<file path="src/rtl/act_power_gate.sv">
module act_power_gate #(
  parameter int AW   = 13,
  parameter int DW   = 8,
  parameter int HOLD = 16
) (
  input  logic          clk,
  input  logic          rst_n,
  input  logic          sel_n,
  input  logic          wr_n,
  input  logic [AW-1:0] addr,
  input  logic [DW-1:0] data,
  input  logic          clr_n,
  output logic          pwr_on
);
  localparam int CW = $clog2(HOLD + 1);
  localparam logic [CW-1:0] FULL = CW'(HOLD);

  logic          sel_q, wr_q;
  logic [AW-1:0] addr_q;
  logic [DW-1:0] data_q;
  logic [CW-1:0] cnt;

  wire ev_sel  = sel_q & ~sel_n;
  wire ev_wr   = wr_q & ~wr_n & ~sel_n;
  wire ev_addr = (addr != addr_q) & ~sel_n;
  wire ev_data = (data != data_q) & ~sel_n & ~wr_n;
  wire ev_clr  = ~clr_n;
  wire wake    = ev_sel | ev_wr | ev_addr | ev_data | ev_clr;

  always_ff @(posedge clk or negedge rst_n) begin
    if (!rst_n) begin
      sel_q  <= 1'b1;
      wr_q   <= 1'b1;
      addr_q <= '0;
      data_q <= '0;
      cnt    <= '0;
    end else begin
      sel_q  <= sel_n;
      wr_q   <= wr_n;
      addr_q <= addr;
      data_q <= data;
      if (wake)            cnt <= FULL;
      else if (cnt != '0)  cnt <= cnt - CW'(1);
    end
  end

  assign pwr_on = (cnt != '0);

  p_idle_r1: assert property (@(posedge clk) disable iff (!rst_n)
    (!pwr_on && !wake) |=> !pwr_on);
  p_sel_fall_r2: assert property (@(posedge clk) disable iff (!rst_n)
    (sel_q && !sel_n) |=> pwr_on);
  p_wr_fall_r3: assert property (@(posedge clk) disable iff (!rst_n)
    (wr_q && !wr_n && !sel_n) |=> pwr_on);
  p_addr_chg_r4: assert property (@(posedge clk) disable iff (!rst_n)
    (!sel_n && addr != addr_q) |=> pwr_on);
  p_data_chg_r5: assert property (@(posedge clk) disable iff (!rst_n)
    (!sel_n && !wr_n && data != data_q) |=> pwr_on);
  p_expire_r6: assert property (@(posedge clk) disable iff (!rst_n)
    (cnt == CW'(1) && !wake) |=> !pwr_on);
  p_reload_r7: assert property (@(posedge clk) disable iff (!rst_n)
    wake |=> (cnt == FULL));
  p_clear_r8: assert property (@(posedge clk) disable iff (!rst_n)
    !clr_n |=> pwr_on);
endmodule

</file>
<file path="config.mk">
export PLATFORM = sky130hd
export DESIGN_NAME = act_power_gate
export DESIGN_NICKNAME = d
export VERILOG_FILES = /design/src/rtl/act_power_gate.sv
export SDC_FILE = /design/constraint.sdc
export NUM_CORES = 1
export LEC_CHECK = 0
export ABC_AREA = 0
export BUFFER_PORTS_ARGS = -buffer_cell sky130_fd_sc_hd__buf_2
export CAP_MARGIN = 10
export CORE_UTILIZATION = 41
export CTS_CLUSTER_DIAMETER = 80
export DETAILED_ROUTE_END_ITERATION = 10
export PLACE_DENSITY = 0.75
export SETUP_SLACK_MARGIN = 0.02
export SYNTH_ARGS = -nofsm -noshare
export SYNTH_HDL_FRONTEND = slang
export SYNTH_SLANG_ARGS = --single-unit
</file>
<file path="constraint.sdc">
create_clock -name clk -period 4.5 [get_ports clk]
set_input_delay 0.225 -clock clk [delete_from_list [all_inputs] [get_ports clk]]
set_output_delay 0.225 -clock clk [all_outputs]
set_load 0.1 [all_outputs]
</file>
==> metrics, run 1 <==
crit end category=primary output; total core area=around 0.0025 sq mm; Critical Path Source Type=register; first-pass GRT wire length=2860 um; max incr delay on CP=around 400 ps; row cnt=18; Resized cells post-CTS=0; synth top area cells=dfrtp_1, xnor2_1, dfstp_2, xor2_1, ha_1; sequential area share after synthesis=0.635; CTS max path bufs=2; Antenna Cells=0; Syn Area/Cell=between 10 and 15 sq um; clk slew on worst S/H paths=between 100 and 150 ps; cell mode on critical path=inv_1; adder-cell share of the synthesized area=0.0226; pre-CTS setup slack=2770 ps; Fmax=about 480 MHz; peak supply drop=around 0.25 mV; dpl hpwl=between 1000 and 1500 um; CTS Buf Count=3; Max Cap Viol=0; H-tree Lvls=1; Die Width=~54 um; DRC=0; hold_buf cts=2; skew final=around 8.5 ps; max-slew violations=0; via-per-instance ratio=4.75; Nets=141; PortBufs=26; largest net degree at the start of global routing=29; Yosys cell types=18; setup ws final=2400 ps; RSZ-0062 raised after global routing=no; grt total ovfl=0; top_reg_cell synth=dfrtp_1; vias in the first global route=slightly above 700; post-route ant nets=0; power density over the cells=between 300 and 400 mW/mm^2; syn nets=107; Layout area overhead=21.1%; die footprint=just under 0.003 sq mm; Final Wtd Congestion=approximately 0.70; Filler cells=~240; Pleak=between 0.5 and 0.6 nW; fin crit share=0.468; Final min period=about 2100 ps; CTS tree=built; iteration-0 DRC count of the detailed router=5; worst hold stages=1; Netlist Area Pre-Place=roughly 0.0011 sq mm; wl on met1=between 700 and 800 um; Final Hold Viols=0; initial antenna violation count=0; clock root buffer master=clkbuf_4; Post-CTS Setup Repair Bufs=0; fraction of registers with async set or reset after synthesis=1.00; post-route cell area=between 0.001 and 0.0015 sq mm; worst skew pair latency=320 ps; Post-synth EDFFs=0; first-pass iteration count of the detailed router=2; DR top layer=met4; Post-synth top cells=dfrtp_1, xnor2_1; Ys Warns=0; routed via count=just under 700; gr usage total=0.139; Final setup viols=0; WL/cell=roughly 11 um; multiplexer share of the synthesized area=0; area fraction in compound gates after synthesis=0.0497; Total Wirelength=roughly 1600 um; Slowest-stage cell, CP=dfrtp_1; Setup CP Type=reg2out; worst endpoint required time=approximately 4300 ps; R2R cell count=5; clk sink count=28; HP Class=in2reg; Die Ht=between 50 and 60 um; largest family of logic cells by synthesized area=XOR/XNOR gates; Final Core Density=0.532; worst slew pin tran=~750 ps; Rel. slew slack=0.499; post-synthesis cell count=approximately 80; XOR/XNOR share of the synthesized area=0.190; Crit Path Max Fanout=4; I/O pin count=27; most common cell in the synthesized netlist=dfrtp_1; simple-gate portion of the synthesized area=0.0893; post-synth top area cell=dfrtp_1; Seq cells post-synth=28; crit path cell chain=inv_1 -> ha_1 -> nor4b_2 -> inv_1 -> buf_2; layout cells sized above 1=0.321; Routed met2 length=787 um; top-area cell type share of the netlist area=0.588; Met3 Routed Length=54 um; Initial Util=0.439; TNS Setup=0 ps; status=completed; WP data arrival=between 1500 and 2000 ps; dpl cell area=about 0.0013 sq mm
[sequential cells by signal, summed over array words and instances (netlist names)]
signal,cells
addr_q,13
wr_q,1
sel_q,1
data_q,8
cnt,5
[final timing paths]
| check | startpoint | endpoint | slack, ps |
|---|---|---|---|
| worst max-delay path | cnt[0] | pwr_on | 2400 |
| worst min-delay path | data[4] | data_q[4] | 20 |
| worst max register to register | cnt[0] | cnt[1] | 2800 |
| worst min register to register | cnt[4] | cnt[4] | 590 |
| max in group asynchronous | rst_n | addr_q[1] | 3700 |
| min in group asynchronous | rst_n | addr_q[6] | 420 |
[final cells by class]
class	instances	area [sq um]	area share
Sequential cell	28	703	0.524
Multi-Input combinational cell	47	389	0.290
Timing Repair Buffer	29	160	0.119
Tap cell	30	37.5	0.0280
Clock buffer	4	36.3	0.0271
Inverter	4	15.0	0.0112
[where the power goes]
part	internal, mW	switching, mW	leakage [nW]
clock network	0.0494	0.0681	0.0210
registers	0.266	0.00777	0.329
logic	0.0319	0.0333	0.225
[cell usage in the layout (no fill, tap or decap)]
master / count
dfrtp_1: 26
buf_2: 26
xnor2_1: 20
inv_1: 4
xor2_1: 4
nand4_1: 4
nor2_1: 4
nor3_1: 3
clkbuf_4: 3
dlygate4sd3_1: 3
nor4_1: 2
ha_1: 2
dfstp_2: 2
nor4b_2: 1
nor4_2: 1
a21oi_1: 1
a41oi_2: 1
o31ai_1: 1
a2111oi_2: 1
nand2_1: 1
a2111o_1: 1
clkbuf_8: 1
[worst max-delay path: cells and delay by family (launching register included)]
family                     cells  cell delay (ps)
adders and majority gates      1              190
buffers and inverters          3              590
DFF                            1              400
and+or+nand+nor                1              380
[metal layers]
| metal | up-vias | global-route usage |
|---|---|---|
| met5 | - | 0 |
| met4 | 0 | 0.0641 |
| met3 | 2 | 0.0198 |
| met2 | 14 | 0.241 |
| met1 | 325 | 0.172 |
| li1 | 334 | - |
[per-stage QoR]
| step | instances | hold WS [ps] | power [mW] |
|---|---|---|---|
| final | 142 | 21.5 | 0.456 |
| after global routing | 142 | 0.782 | 0.479 |
| after CTS | 141 | 3.34 | 0.461 |
| after detailed placement | 135 | 261 | 0.343 |
| after global placement | 135 | 255 | 0.340 |
| after floorplan | 79 | -70.6 | 0.316 |
[cell families after synthesis]
family / after synthesis
compound gates: 5
xor+xnor: 24
fa+ha+maj: 2
buf+inv: 4
flops: 28
simple gates: 16
(Power assumes the default switching activity.)
==> run 2, diff against run 1 <==
--- a/config.mk
+++ b/config.mk
@@ -5,13 +5,13 @@
 export SDC_FILE = /design/constraint.sdc
 export NUM_CORES = 1
 export LEC_CHECK = 0
-export ABC_AREA = 0
+export ABC_AREA = 1
 export BUFFER_PORTS_ARGS = -buffer_cell sky130_fd_sc_hd__buf_2
 export CAP_MARGIN = 10
 export CORE_UTILIZATION = 41
 export CTS_CLUSTER_DIAMETER = 80
 export DETAILED_ROUTE_END_ITERATION = 10
-export PLACE_DENSITY = 0.75
+export PLACE_DENSITY = 0.74
 export SETUP_SLACK_MARGIN = 0.02
 export SYNTH_ARGS = -nofsm -noshare
 export SYNTH_HDL_FRONTEND = slang
==> constraint.sdc (replaced) <==
create_clock -name clk -period 2 [get_ports clk]
set_input_delay 0.1 -clock clk [delete_from_list [all_inputs] [get_ports clk]]
set_output_delay 0.1 -clock clk [all_outputs]
set_load 0.1 [all_outputs]
==> metrics, run 2 <==
wl on met1=885 um (was 746 um); DRC=4 (was 0); XOR/XNOR share of the synthesized area=0.0911 (was 0.190); WL/cell=9.83 um (was 11.2 um); Die Width=57.2 um (was 54.0 um); H-tree Lvls=1 (unchanged); grt total ovfl=0 (unchanged); I/O pin count=27 (unchanged); Die Ht=57.2 um (was 54.0 um); Max Cap Viol=0 (unchanged); Worst Path Buf+Inv=2 (was 3); most common cell after layout, fill and taps aside=nand2_1; max incr delay on CP=450 ps (was 400 ps); dpl cell area=0.00142 sq mm (was 0.00127 sq mm); Nets=225 (was 141); max reg flops=13 (unchanged); final hold slack=289 ps (was 21.5 ps); syn nets=169 (was 107); clk sink count=28 (unchanged); top-area cell type share of the netlist area=0.521 (was 0.588); Slowest-stage cell, CP=buf_2 (was dfrtp_1); post-synthesis cell count=141 (was 79); initial antenna violation count=0 (unchanged); Met3 Routed Length=59 um (was 54 um); area fraction in compound gates after synthesis=0.0140 (was 0.0497); Yosys cell types=17 (was 18); Netlist Area Pre-Place=0.00125 sq mm (was 0.00111 sq mm); Final Hold Viols=0 (unchanged); first-pass GRT wire length=4040 um (was 2860 um); synth top area cells=dfrtp_1, nand2_1, inv_1, xnor2_1, dfstp_2 (was dfrtp_1, xnor2_1, dfstp_2, xor2_1, ha_1); adder-cell share of the synthesized area=0.0200 (was 0.0226); Antenna Cells=0 (unchanged); layout cells sized above 1=0.199 (was 0.321); fin crit share=0.832; Post-synth EDFFs=0 (unchanged); row cnt=19 (was 18); Largest Register=addr_q (unchanged); Ys Warns=0 (unchanged); crit path cell chain=inv_1 -> ha_1 -> nand3_2 -> buf_2 (was inv_1 -> ha_1 -> nor4b_2 -> inv_1 -> buf_2); TNS Setup=0 ps (unchanged); Routed met2 length=1270 um (was 787 um); total power=1.19 mW (was 456 uW); pre-CTS setup slack=705 ps (was 2770 ps); largest net degree at the start of global routing=29 (unchanged); Post-CTS Setup Repair Bufs=0 (unchanged); post-synth top area cell=dfrtp_1 (unchanged); sequential area share after synthesis=0.563 (was 0.635); first-pass iteration count of the detailed router=7 (was 2); Rel. slew slack=0.603 (was 0.499); Syn Area/Cell=8.86 sq um (was 14.0 sq um); crit end category=primary output (unchanged); status=finished, violations left (was completed); WP data arrival=1560 ps (was 1880 ps); clk slew on worst S/H paths=150 ps (was 140 ps); setup ws final=335 ps (was 2400 ps); worst endpoint required time=1900 ps (was 4280 ps); CTS tree=built (unchanged); largest delay contributor family on the critical path=buffers and inverters (unchanged); Layout area overhead=37.7% (was 21.1%); worst skew pair latency=320 ps (about the same); Final min period=between 1500 and 2000 ps; fraction of registers with async set or reset after synthesis=1.00 (unchanged); post-route cell area=0.00172 sq mm (was 0.00134 sq mm); Final setup viols=0 (unchanged); Pleak=0.933 nW (was 0.575 nW); most frequent cells in the layout=nand2_1, inv_1, dfrtp_1, buf_2, dlygate4sd3_1 (was dfrtp_1, buf_2, xnor2_1); CTS max path bufs=2 (unchanged); DR top layer=met4 (unchanged); largest family of logic cells by synthesized area=simple AND/OR/NAND/NOR gates (was XOR/XNOR gates); routed via count=995 (was 675); Crit Path Max Fanout=6 (was 4); iteration-0 DRC count of the detailed router=20 (was 5); total core area=0.00283 sq mm (was 0.00252 sq mm); multiplexer share of the synthesized area=0.00801 (was 0); via-per-instance ratio=4.38 (was 4.75); Resized cells post-CTS=0 (unchanged); post-route ant nets=0 (unchanged); Fmax=approximately 600 MHz; largest registers=addr_q: 13 flops, data_q: 8 flops, cnt: 5 flops (unchanged); Total Wirelength=2230 um (was 1590 um); Post-synth top cells=nand2_1, inv_1, dfrtp_1 (was dfrtp_1, xnor2_1); dpl hpwl=1600 um (was 1280 um); power density over the cells=694 mW/mm^2 (was 340 mW/mm^2); Final Core Density=0.609 (was 0.532); PortBufs=26 (unchanged); top_reg_cell synth=dfrtp_1 (unchanged); peak supply drop=0.540 mV (was 0.254 mV); HP Class=in2async (was in2reg); most common cell in the synthesized netlist=nand2_1 (was dfrtp_1); final std cells w/o fill=227 (was 142); Final Wtd Congestion=0.807 (was 0.699); CTS Buf Count=3 (unchanged); vias in the first global route=1036 (was 717); worst slew pin tran=596 ps (was 746 ps); failing checks=design-rule violations; gr usage total=0.158 (was 0.139); RSZ-0062 raised after global routing=no (unchanged); clock root buffer master=clkbuf_4 (unchanged); Critical Path Source Type=register (unchanged); Seq cells post-synth=28 (unchanged); simple-gate portion of the synthesized area=0.220 (was 0.0893); max-slew violations=0 (unchanged); Inst Count DP=198 (was 135); Initial Util=0.442 (was 0.439); Setup CP Type=reg2out (unchanged); skew final=4.03 ps (was 8.53 ps); die footprint=0.00327 sq mm (was 0.00291 sq mm)
## run 2: cell types whose count changed in the layout (fill, tap and decap cells not counted), moves of 4 or more
cell / previous run / this run
dlygate4sd3_1: 3 / 25
inv_1: 4 / 27
nand2_1: 1 / 43
nand4_1: 4 / 0
nor2_1: 4 / 13
xnor2_1: 20 / 8
## run 2: worst reg2reg max path, delay by kind of cell (launching register included)
family,cells,cell delay [ps]
adders and majority gates,1,170
xor gates and xnor gates,1,160
and+or+nand+nor,3,340
buffers and inverters,1,110
DFF,1,410
## run 2: layout make-up
type	count	area [sq um]
Multi-Input combinational cell	85	442
Fill cell	241	1110
Clock inverter	1	30.0
Sequential cell	28	703
Clock buffer	3	22.5
Inverter	28	105
Tap cell	31	38.8
Timing Repair Buffer	51	380
## run 2: final timing paths
check                      depth (start not counted)    endpoint  slack, ps    from
min                                                2   data_q[1]        290   rst_n
max reg2reg                                        6      cnt[3]        730  cnt[0]
min in group clk                                   2       sel_q        410   sel_n
max                                                4      pwr_on        340  cnt[0]
min reg2reg                                        3      cnt[2]        620  cnt[2]
max in group asynchronous                          2  addr_q[11]       1320   rst_n
## run 2: per-layer routing
metal,GRT usage,vias to the layer above
met2,0.311,18
li1,-,518
met3,0.0227,2
met4,0.0418,0
met5,0,-
met1,0.176,457
## run 2: power breakdown
part | internal [mW] | total [mW] | switching [mW]
logic | 0.104 | 0.213 | 0.109
registers | 0.600 | 0.617 | 0.0169
clock network | 0.202 | 0.364 | 0.162
total | 0.907 | 1.19 | 0.288
## run 2: cell families (layout without fill, tap and decap cells)
| logic type | after synthesis | after routing |
|---|---|---|
| compound gates | 3 | 3 |
| xor+xnor | 13 | 13 |
| fa+ha+maj | 2 | 2 |
| buf+inv | 28 | 83 |
| flops | 28 | 28 |
| mux | 1 | 1 |
| simple gates | 66 | 66 |
## run 2: repair_timing
action                                 in CTS  in global routing
endpoints found under the hold margin      50                  0
hold buffers                               25                  0
setup endpoints to repair                   0                  0
==> run 3, diff against run 2 <==
--- a/config.mk
+++ b/config.mk
@@ -11,7 +11,7 @@
 export CORE_UTILIZATION = 41
 export CTS_CLUSTER_DIAMETER = 80
 export DETAILED_ROUTE_END_ITERATION = 10
-export PLACE_DENSITY = 0.74
+export PLACE_DENSITY = 0.76
 export SETUP_SLACK_MARGIN = 0.02
 export SYNTH_ARGS = -nofsm -noshare
 export SYNTH_HDL_FRONTEND = slang
==> constraint.sdc (replaced) <==
create_clock -name clk -period 1.4 [get_ports clk]
set_input_delay 0.07 -clock clk [delete_from_list [all_inputs] [get_ports clk]]
set_output_delay 0.07 -clock clk [all_outputs]
set_load 0.1 [all_outputs]
==> metrics, run 3 (same netlist as run 2, synthesis figures left out) <==
status=completed (was finished, violations left); die footprint=0.00327 sq mm (unchanged); via-per-instance ratio=4.43 (was 4.38); row cnt=19 (unchanged); Total Wirelength=2430 um (was 2230 um); crit end category=primary output (unchanged); Pleak=0.938 nW (was 0.933 nW); power density over the cells=884 mW/mm^2 (was 694 mW/mm^2); final hold slack=268 ps (was 289 ps); Final Core Density=0.625 (was 0.609); Crit Path Max Fanout=5 (was 6); first-pass GRT wire length=4150 um (was 4040 um); Max Cap Viol=0 (unchanged); reg-to-reg slack, setup=110 ps (was 730 ps); Layout area overhead=41.5% (was 37.7%); max reg flops=13 (unchanged); most frequent cells in the layout=nand2_1, inv_1, dfrtp_1, dlygate4sd3_1, buf_2 (was nand2_1, inv_1, dfrtp_1, buf_2, dlygate4sd3_1); worst slew pin tran=600 ps (was 596 ps); Final Wtd Congestion=0.739 (was 0.807); total power=1.56 mW (was 1.19 mW); Fmax=roughly 740 MHz; post-route ant nets=0 (unchanged); crit path cell chain=inv_2 -> ha_4 -> nand3_4 -> buf_12 (was inv_1 -> ha_1 -> nand3_2 -> buf_2); dpl hpwl=1650 um (was 1600 um); Crit Reg-Reg Startpoint=cnt[1] (was cnt[0]); Initial Util=0.442 (unchanged); clock root buffer master=clkbuf_4 (unchanged); combinational share of power=0.227 (was 0.178); worst endpoint required time=1330 ps (was 1900 ps); gr usage total=0.166 (was 0.158); Pint=1.13 mW (was 907 uW); WP data arrival=1290 ps (was 1560 ps); HP Class=in2async (unchanged); Critical Path Source Type=register (unchanged); TNS Setup=0 ps (unchanged); Die Ht=57.2 um (unchanged); Net Sw Power=430 uW (was 288 uW); total core area=0.00283 sq mm (unchanged); Nets=226 (was 225); H-tree Lvls=1 (unchanged); most common cell after layout, fill and taps aside=nand2_1 (unchanged); initial antenna violation count=0 (unchanged); R2R cell count=7 (was 6); Final Hold Viols=0 (unchanged); switch share=0.275 (was 0.241); Seq pwr share=0.566 (was 0.517); CTS Buf Count=3 (unchanged); grt total ovfl=0 (unchanged); post-route cell area=0.00177 sq mm (was 0.00172 sq mm); max-slew violations=0 (unchanged); Rel. slew slack=0.600 (was 0.603); Reg2Reg Capture Point=cnt[1] (was cnt[3]); max incr delay on CP=420 ps (was 450 ps); WL/cell=10.7 um (was 9.83 um); clk slew on worst S/H paths=140 ps (was 150 ps); CTS max path bufs=2 (unchanged); Final min period=1360 ps; routed via count=1005 (was 995); layout cells sized above 1=0.255 (was 0.199); largest registers=addr_q: 13 flops, data_q: 8 flops, cnt: 5 flops (unchanged); Setup CP Type=reg2out (unchanged); clock network power share=0.207 (was 0.305); CTS tree=built (unchanged); Filler cells=213 (was 241); clk sink count=28 (unchanged); dpl cell area=0.00146 sq mm (was 0.00142 sq mm); Largest Register=addr_q (unchanged); skew final=4.40 ps (was 4.03 ps); Setup crit start=cnt[1] (was cnt[0]); Worst Path Buf+Inv=2 (unchanged); Die Width=57.2 um (unchanged); first-pass iteration count of the detailed router=3 (was 7); largest delay contributor family on the critical path=flip-flops (was buffers and inverters); I/O pin count=27 (unchanged); iteration-0 DRC count of the detailed router=14 (was 20); Final setup viols=0 (unchanged); Antenna Cells=0 (unchanged); largest net degree at the start of global routing=29 (unchanged); RSZ-0062 raised after global routing=yes (was no); DRC=0 (was 4); PortBufs=26 (unchanged); worst skew pair latency=320 ps (about the same); peak supply drop=0.614 mV (was 0.540 mV); vias in the first global route=1025 (was 1036); Slowest-stage cell, CP=dfrtp_1 (was buf_2); fin crit share=0.970
-- run 3: repair_timing --
item | in CTS | in global routing
endpoints found under the setup margin | 1 | 5
hold buffers | 25 | 0
endpoints found under the hold margin | 50 | 0
setup buffers | 0 | 3
gates resized for setup | 1 | 8
pin swaps | 0 | 6
-- run 3: worst max path at each step --
stage / endpoint / depth (start not counted)
5_1_grt: pwr_on / 4
3_5_place_dp: cnt[0] / 8
3_3_place_gp: cnt[0] / 11
6_report: pwr_on / 4
2_1_floorplan: cnt[3] / 5
4_1_cts: pwr_on / 4
-- run 3: stage by stage --
stage,instances,setup WS [ps]
4_1_cts,226,37.1
3_3_place_gp,198,239
5_1_grt,227,-24.2
3_5_place_dp,198,190
2_1_floorplan,141,26.1
6_report,227,41.9
-- run 3: power groups by stage --
stage | registers (mW) | clock network, mW | logic [mW]
2_1_floorplan | 0.893 | 0 | 0.177
3_3_place_gp | 0.896 | 0 | 0.268
3_5_place_dp | 0.899 | 0 | 0.280
4_1_cts | 0.885 | 0.334 | 0.337
5_1_grt | 0.892 | 0.356 | 0.400
6_report | 0.886 | 0.324 | 0.355
-- run 3: layout make-up --
class | count | area (sq um) | area share
flip-flops and latches | 28 | 704 | 0.398
multi-input cells | 85 | 490 | 0.277
repair buffers | 52 | 408 | 0.231
inverters | 28 | 105 | 0.0594
well taps | 31 | 38.8 | 0.0219
clock buffers | 3 | 22.5 | 0.0127
-- run 3: routing by layer --
metal | vias up | part of all wire | wire, um | track usage
met5 | - | 0 | 0 | 0
met2 | 21 | 0.53 | 1290 | 0.319
met3 | 4 | 0.026 | 62 | 0.0249
met1 | 460 | 0.43 | 1040 | 0.188
li1 | 520 | - | - | -
met4 | 0 | 0.013 | 31 | 0.0523
-- run 3: worst register-to-register path: stages (launching register included) --
cell and delay (ps):
dfrtp_1 420, inv_2 110, ha_4 150, nand3_4 100, buf_4 160, mux2i_1 130, inv_1 60, nor2_2 90
